--- config.mk ---
export PLATFORM = sky130hd
export DESIGN_NAME = smsat_add
export DESIGN_NICKNAME = d
export VERILOG_FILES = /design/src/rtl/smsat_pkg.sv /design/src/rtl/smsat_op_decode.sv /design/src/rtl/smsat_mag_arith.sv /design/src/rtl/smsat_result_sel.sv /design/src/rtl/smsat_add.sv
export SDC_FILE = /design/constraint.sdc
export NUM_CORES = 1
export LEC_CHECK = 0
export BUFFER_PORTS_ARGS = -buffer_cell sky130_fd_sc_hd__buf_4
export CORE_ASPECT_RATIO = 1.4
export CORE_MARGIN = 2
export CORE_UTILIZATION = 50
export DETAILED_ROUTE_END_ITERATION = 10
export HOLD_SLACK_MARGIN = 0.1
export PLACE_DENSITY = 0.78
export SKIP_LAST_GASP = 1
export SLEW_MARGIN = 10
export SYNTH_ARGS = -nofsm -noshare
export SYNTH_HDL_FRONTEND = slang
export SYNTH_HIERARCHICAL = 1
export SYNTH_SLANG_ARGS = --single-unit
--- constraint.sdc ---
create_clock -name clk -period 1.1 [get_ports clk]
set_clock_uncertainty 0.2 [all_clocks]
set_input_delay 0.055 -clock clk [delete_from_list [all_inputs] [get_ports clk]]
set_output_delay 0.055 -clock clk [all_outputs]
set_load 0.005 [all_outputs]
--- src/rtl/smsat_pkg.sv ---
package smsat_pkg;

    localparam int SMSAT_MAG_W = 16;

    // Operation picked from the operand signs and magnitudes
    typedef enum logic [1:0] {
        OP_ADD    = 2'd0,
        OP_SUB_AB = 2'd1,
        OP_SUB_BA = 2'd2
    } op_e;

endpackage

--- src/rtl/smsat_op_decode.sv ---
module smsat_op_decode
    import smsat_pkg::*;
#(
    parameter int MAG_W = SMSAT_MAG_W
) (
    input  logic             a_sign,
    input  logic [MAG_W-1:0] a_mag,
    input  logic             b_sign,
    input  logic [MAG_W-1:0] b_mag,
    output op_e              op
);

    always_comb begin
        if (a_sign == b_sign) begin
            op = OP_ADD;
        end else if (a_mag >= b_mag) begin
            op = OP_SUB_AB;
        end else begin
            op = OP_SUB_BA;
        end
    end

endmodule

--- src/rtl/smsat_mag_arith.sv ---
module smsat_mag_arith #(
    parameter int MAG_W = 16
) (
    input  logic [MAG_W-1:0] a_mag,
    input  logic [MAG_W-1:0] b_mag,
    output logic [MAG_W:0]   sum_wide,
    output logic [MAG_W-1:0] diff_ab,
    output logic [MAG_W-1:0] diff_ba
);

    // Both differences are formed in parallel; the selector keeps the valid one
    assign sum_wide = {1'b0, a_mag} + {1'b0, b_mag};
    assign diff_ab  = a_mag - b_mag;
    assign diff_ba  = b_mag - a_mag;

endmodule

--- src/rtl/smsat_result_sel.sv ---
module smsat_result_sel
    import smsat_pkg::*;
#(
    parameter int MAG_W = SMSAT_MAG_W
) (
    input  op_e              op,
    input  logic             a_sign,
    input  logic             b_sign,
    input  logic [MAG_W:0]   sum_wide,
    input  logic [MAG_W-1:0] diff_ab,
    input  logic [MAG_W-1:0] diff_ba,
    output logic             r_sign,
    output logic [MAG_W-1:0] r_mag,
    output logic             r_sat
);

    logic raw_sign;

    always_comb begin
        raw_sign = 1'b0;
        r_mag    = '0;
        r_sat    = 1'b0;
        unique case (op)
            OP_ADD: begin
                raw_sign = a_sign;
                if (sum_wide[MAG_W]) begin
                    r_mag = '1;
                    r_sat = 1'b1;
                end else begin
                    r_mag = sum_wide[MAG_W-1:0];
                end
            end
            OP_SUB_AB: begin
                raw_sign = a_sign;
                r_mag    = diff_ab;
            end
            OP_SUB_BA: begin
                raw_sign = b_sign;
                r_mag    = diff_ba;
            end
            default: begin
                raw_sign = 1'b0;
                r_mag    = '0;
            end
        endcase
        // Zero is always reported as positive
        r_sign = raw_sign & (|r_mag);
    end

endmodule

--- src/rtl/smsat_add.sv ---
module smsat_add
    import smsat_pkg::*;
#(
    parameter int MAG_W = SMSAT_MAG_W
) (
    input  logic             clk,
    input  logic             rst_n,
    input  logic             a_sign,
    input  logic [MAG_W-1:0] a_mag,
    input  logic             b_sign,
    input  logic [MAG_W-1:0] b_mag,
    output logic             sum_sign,
    output logic [MAG_W-1:0] sum_mag,
    output logic             sat_flag
);

    op_e              op;
    logic [MAG_W:0]   sum_wide;
    logic [MAG_W-1:0] diff_ab;
    logic [MAG_W-1:0] diff_ba;
    logic             r_sign;
    logic [MAG_W-1:0] r_mag;
    logic             r_sat;

    smsat_op_decode #(.MAG_W(MAG_W)) u_decode (
        .a_sign (a_sign),
        .a_mag  (a_mag),
        .b_sign (b_sign),
        .b_mag  (b_mag),
        .op     (op)
    );

    smsat_mag_arith #(.MAG_W(MAG_W)) u_arith (
        .a_mag    (a_mag),
        .b_mag    (b_mag),
        .sum_wide (sum_wide),
        .diff_ab  (diff_ab),
        .diff_ba  (diff_ba)
    );

    smsat_result_sel #(.MAG_W(MAG_W)) u_select (
        .op       (op),
        .a_sign   (a_sign),
        .b_sign   (b_sign),
        .sum_wide (sum_wide),
        .diff_ab  (diff_ab),
        .diff_ba  (diff_ba),
        .r_sign   (r_sign),
        .r_mag    (r_mag),
        .r_sat    (r_sat)
    );

    always_ff @(posedge clk or negedge rst_n) begin
        if (!rst_n) begin
            sum_sign <= 1'b0;
            sum_mag  <= '0;
            sat_flag <= 1'b0;
        end else begin
            sum_sign <= r_sign;
            sum_mag  <= r_mag;
            sat_flag <= r_sat;
        end
    end

endmodule

==> results of run 1 <==
[routing by layer]
metal  vias to the layer above  part of all wire, %  GRT usage (%)
met5                         -                    0              0
met4                         0                  4.1           10.0
met3                        44                  4.0           2.09
met2                       130                   53           55.2
met1                      1965                   39           32.4
li1                       2053                    -              -
[synth_stat cells, types with 5 or more instances]
cell      count
a211oi_1      6
a21o_1        5
a21oi_1      31
buf_2         8
buf_6         8
dfrtp_1      18
ha_1         62
inv_1        74
nand2_1      11
nand2b_1      7
nor2_1       33
nor2b_1      21
nor3_1       20
nor3_2        5
nor4_1        6
o21ai_0      15
o21bai_1      6
o32ai_1      10
o32ai_2       6
xnor2_1      29
xor2_1       10
[cell families (layout without fill, tap and decap cells)]
family | count (synthesis) | after routing
buf+inv | 102 | 288
simple gates | 136 | 137
flops | 18 | 18
fa+ha+maj | 65 | 65
xor+xnor | 39 | 39
compound gates | 123 | 123
mux | 2 | 2
[path summary, 6_finish.rpt]
path	endpoint	slack (ns)	cells past startpoint	from
min	sum_sign	0.005	2	rst_n
min in group clk	sum_sign	0.14	4	a_sign
max in group asynchronous	sat_flag	0.50	2	rst_n
max	sum_sign	-1.97	15	a_mag[0]
[area by class of cell]
class	count	area, um^2
multi-input combinational	366	3140
fill	561	1990
timing repair buffer	208	1600
sequential	18	450
inverter	76	285
tap	100	125
clock buffer	4	55.1
[sequential cells by signal, summed over array words and instances, names as in the netlist]
signal    cells
sum_mag      16
sum_sign      1
sat_flag      1
[report_power, final]
| group | leakage [nW] | internal (mW) | switching, mW | total, mW |
|---|---|---|---|---|
| Combinational | 2.64 | 1.85 | 1.78 | 3.63 |
| Sequential | 0.205 | 0.833 | 0.0566 | 0.890 |
| Clock | 0.0288 | 0.318 | 0.214 | 0.532 |
[what timing repair did]
item | 4_1_cts | 5_1_grt
setup buffers | 1 | 2
resized for setup | 13 | 11
pin swaps | 5 | 3
endpoints found under the hold margin | 18 | 18
endpoints found under the setup margin | 18 | 18
cloned | 1 | 0
==> flow_metrics.tcl, run 1 <==
set metrics [dict create \
    crit_family "compound AO/OA/AOI/OAI gates" \
    synth.top_cell.area_share_pct 19.9 \
    cts_buffer_depth 2 \
    synth_cells 485 \
    yosys_warnings 6 \
    clkSinkCount 18 \
    path_clk_slew_ns 0.07 \
    wl_per_cell_um 15.7 \
    synth_cell_types 72 \
    leakagePower_nw 2.88 \
    drc 0 \
    grt_overflow_total 0 \
    synth-compound-area-share_pct 24.8 \
    die_h_um 109 \
    crit_required_ns 1.01 \
    core_area_um2 7650 \
    critPathKind "in -> reg" \
    yosys.area.top_type "ha_1" \
    viasPerCell 5.43 \
    max_clock_freq_ghz 0.326 \
    cts_root_buffer "clkbuf_8" \
    final_util_pct 73.9 \
    seq_area_frac_synth_pct 11.5 \
    min_period_ns 3.07 \
    place.gp.congestion 0.949 \
    hp-class "in -> async" \
    rsz0062_at_grt "true" \
    tightest_slew_ns 0.473 \
    dp_slack_ns -2.18 \
    floorplan.rows 38 \
    setup_tns_ns -25.94 \
    hold_viol_final 0 \
    critical_path_peak_fanout 17 \
    status "complete, but fails checks" \
    post-route-period-util_pct 279 \
    vias 4192 \
    ant_nets 0 \
    violations "negative setup slack" \
    first_iter_violations 273 \
    drive_above_1_share_pct 39.6 \
    crit_path_frequent_cell "buf_4" \
    dieArea_um2 8540 \
    critPathMaxStageDelay_ns 0.36 \
    finish.instance_area_um2 5660 \
    yosys-top-cells-area "ha_1 20%, dfrtp_1 12%, inv_1 7.1%" \
    worst_setup_path_end_kind "register" \
    grt_pass1_vias 4299 \
    drtPass1Iterations 6 \
    synth_simple_gate_area_share_pct 20.1 \
    synth_edf_count 0 \
    antenna_found_initial 0 \
    synthToLayoutAreaGrowth_pct 45.0 \
    final_common_cell "buf_4" \
    boundaryPins 54 \
    hold_buffers 1 \
    grt_start_max_net_pins 34 \
    synth_area_per_cell_um2 8.05 \
    synth.area.mux_share_pct 0.545 \
    final_cells 772 \
    wirelength_um 12100 \
    drv_slew 0 \
    ys_ff_latch 18 \
    start_util_pct 51.0 \
    worstPathArrival_ns 2.99 \
    setup_slack_ns -1.97 \
    final_cell_mix "204 x buf_4, 74 x inv_1, 61 x ha_1, 33 x nor2_1, 31 x a21oi_1" \
    drv_cap 0 \
    io_buffer_count 53 \
    dpl_cell_area_um2 5420 \
    crit_slowest_cell "fa_2" \
    die_w_um 78.7 \
    grt_pass1_wl_um 19700 \
    hold_ws_ns 0.00534 \
    ir_worst_vdd_v 0.000723 \
    slew_headroom_pct 68.5 \
    synth_top_family_by_area "compound AO/OA/AOI/OAI gates" \
    num-nets-final 774 \
    synthAdderAreaFrac_pct 21.4 \
    ys.flop_type "dfrtp_1" \
    p_per_area_nw_per_um2 892 \
    crit_chain "buf_4, ha_4, fa_2, and2b_4, o211ai_4, a21oi_4, a221oi_2, o21bai_1, a221o_1, buf_12, buf_4, nor3_4, o32ai_2, nor4_2, a41oi_2" \
    cts_max_level 1 \
    synth_xor_xnor_area_share_pct 8.75 \
    start_kind "input port" \
    cts_buffers 3 \
    dp_cells 763 \
    track_usage_pct 28.6 \
    power_mw 5.05 \
    diodes 0 \
    setup_viol 18 \
    async_reset_ff_share_pct 100 \
    dp_hpwl_um 9880 \
    crit_buf_inv 3 \
    syn_nets 586 \
    syn-cell-area_um2 3900 \
    tritoncts "done" \
]
No activity file was read; power rests on OpenSTA's default activity.
==> run 2: changes to the inputs <==
Settings changed: SETUP_SLACK_MARGIN set to 0.4.
==> run 2 against run 1 <==
The run still ends with negative setup slack left. Utilization rose by 1.9 points. Sequential share of layout area fell by 0.20 points. Combinational power rose by 6.1%. Highest routed layer unchanged.
==> flow_metrics.tcl, run 2 (same netlist as run 1, synthesis figures left out) <==
set metrics [dict create \
    cts_buffer_depth 2 \
    post-route-period-util_pct 272 \
    grt_start_max_net_pins 34 \
    met1_length_um 4820 \
    highest-signal-layer "met4" \
    dp_cells 763 \
    synthToLayoutAreaGrowth_pct 48.8 \
    p_per_area_nw_per_um2 914 \
    drv_slew 0 \
    track_usage_pct 28.8 \
    hold_buffers 1 \
    worst_setup_path_end_kind "register" \
    core_area_um2 7650 \
    grt_pass1_wl_um 19900 \
    multi_input_area_um2 3190 \
    ir_worst_vdd_v 0.000649 \
    setup_tns_ns -26.09 \
    top_register "sum_mag" \
    cts_max_level 1 \
    floorplan.rows 38 \
    setup_viol 18 \
    max_clock_freq_ghz 0.335 \
    tightest_slew_ns 0.701 \
    cts_buffers 3 \
    switching_power_mw 2.15 \
    die_w_um 78.7 \
    drc 0 \
    path_clk_slew_ns 0.07 \
    die_h_um 109 \
    dp_hpwl_um 9880 \
    power.share.switching_pct 40.4 \
    wirelength_um 12600 \
    dpl_cell_area_um2 5420 \
    start_util_pct 51.0 \
    hp-class "in -> async" \
    nFillCells 531 \
    viasPerCell 5.48 \
    dp_slack_ns -2.18 \
    diodes 0 \
    violations "negative setup slack" \
    wl_per_cell_um 16.3 \
    hold_viol_final 0 \
    start_kind "input port" \
    first_iter_violations 203 \
    grt_pass1_vias 4313 \
    boundaryPins 54 \
    ant_nets 0 \
    grt_overflow_total 0 \
    met3_length_um 502 \
    tritoncts "done" \
    critPathKind "in -> reg" \
    slew_headroom_pct 53.1 \
    final_util_pct 75.9 \
    status "complete, but fails checks" \
    p_int_mw 3.17 \
    num-nets-final 776 \
    route.met2.wl_um 6800 \
    final_common_cell "buf_4" \
    rsz0062_at_grt "true" \
    dieArea_um2 8540 \
    vias 4240 \
    reg.largest.list "sum_mag (16), sat_flag (1), sum_sign (1)" \
    clockPowerShare_pct 10.0 \
    finish.instance_area_um2 5810 \
    pwr-share-comb_pct 72.5 \
    worstPathArrival_ns 2.90 \
    crit_required_ns 1.01 \
    antenna_found_initial 0 \
    drv_cap 0 \
    setup_slack_ns -1.89 \
    drtPass1Iterations 5 \
    final_cells 774 \
    seq_area_um2 450 \
    leakagePower_nw 2.93 \
    cts_root_buffer "clkbuf_8" \
    critical_path_peak_fanout 17 \
    drive_above_1_share_pct 40.5 \
    place.gp.congestion 0.949 \
    largest_reg_flops 16 \
    io_buffer_count 53 \
    min_period_ns 2.99 \
    clkSinkCount 18 \
    final_cell_mix "183 x buf_4, 74 x inv_1, 60 x ha_1, 33 x nor2_1, 31 x a21oi_1" \
    seq_power_share_pct 17.4 \
]
==> run 2: metal layers <==
| layer | up-vias | GRT usage (%) |
|---|---|---|
| met5 | - | 0 |
| met4 | 0 | 10.7 |
| met3 | 41 | 2.17 |
| met2 | 138 | 55.5 |
| met1 | 2007 | 32.6 |
| li1 | 2054 | - |
==> run 2: area by class of cell <==
type	count	share of cell area, %
Sequential cell	18	7.75
Multi-Input combinational cell	366	54.9
Timing Repair Buffer	210	29.4
Inverter	76	4.91
Clock buffer	4	0.948
Tap cell	100	2.15
==> run 2: through the flow <==
stage,hold WS [ns],total power [mW]
floorplan,-0.441,2.75
global placement,-0.276,4.12
detailed placement,-0.273,4.24
CTS,0.0115,5.01
global route,0.0662,5.62
finish,0.0305,5.31
==> run 2: timing repair <==
action | in CTS | in global routing
pin swaps | 5 | 4
cloned | 1 | 0
setup buffers | 1 | 4
endpoints found under the setup margin | 36 | 36
endpoints found under the hold margin | 18 | 18
resized for setup | 31 | 24
==> run 2: final timing paths <==
check / start / endpoint / slack, ns / cells after the start
setup / recovery: a_mag[0] / sum_sign / -1.89 / 14
hold / removal: rst_n / sum_mag[8] / 0.03 / 2
max in group asynchronous: rst_n / sum_mag[15] / 0.48 / 2
min in group clk: a_sign / sum_sign / 0.15 / 4
==> run 2: critical path, cell delays in order <==
cell,delay [ns]
buf_8,0.10
ha_4,0.16
fa_2,0.36
and2b_4,0.19
o211ai_4,0.21
a21oi_4,0.10
a221oi_2,0.24
o21bai_1,0.11
a221o_1,0.34
buf_12,0.17
nor3_1,0.20
o32ai_1,0.19
nor4_4,0.32
a41oi_2,0.15
==> run 2: power groups by stage <==
stage               clock, mW  combinational, mW  sequential, mW
global route            0.561               4.12           0.933
CTS                     0.524               3.57           0.921
detailed placement          0               3.35           0.898
floorplan                   0               1.83           0.915
global placement            0               3.23           0.894
finish                  0.533               3.85           0.925
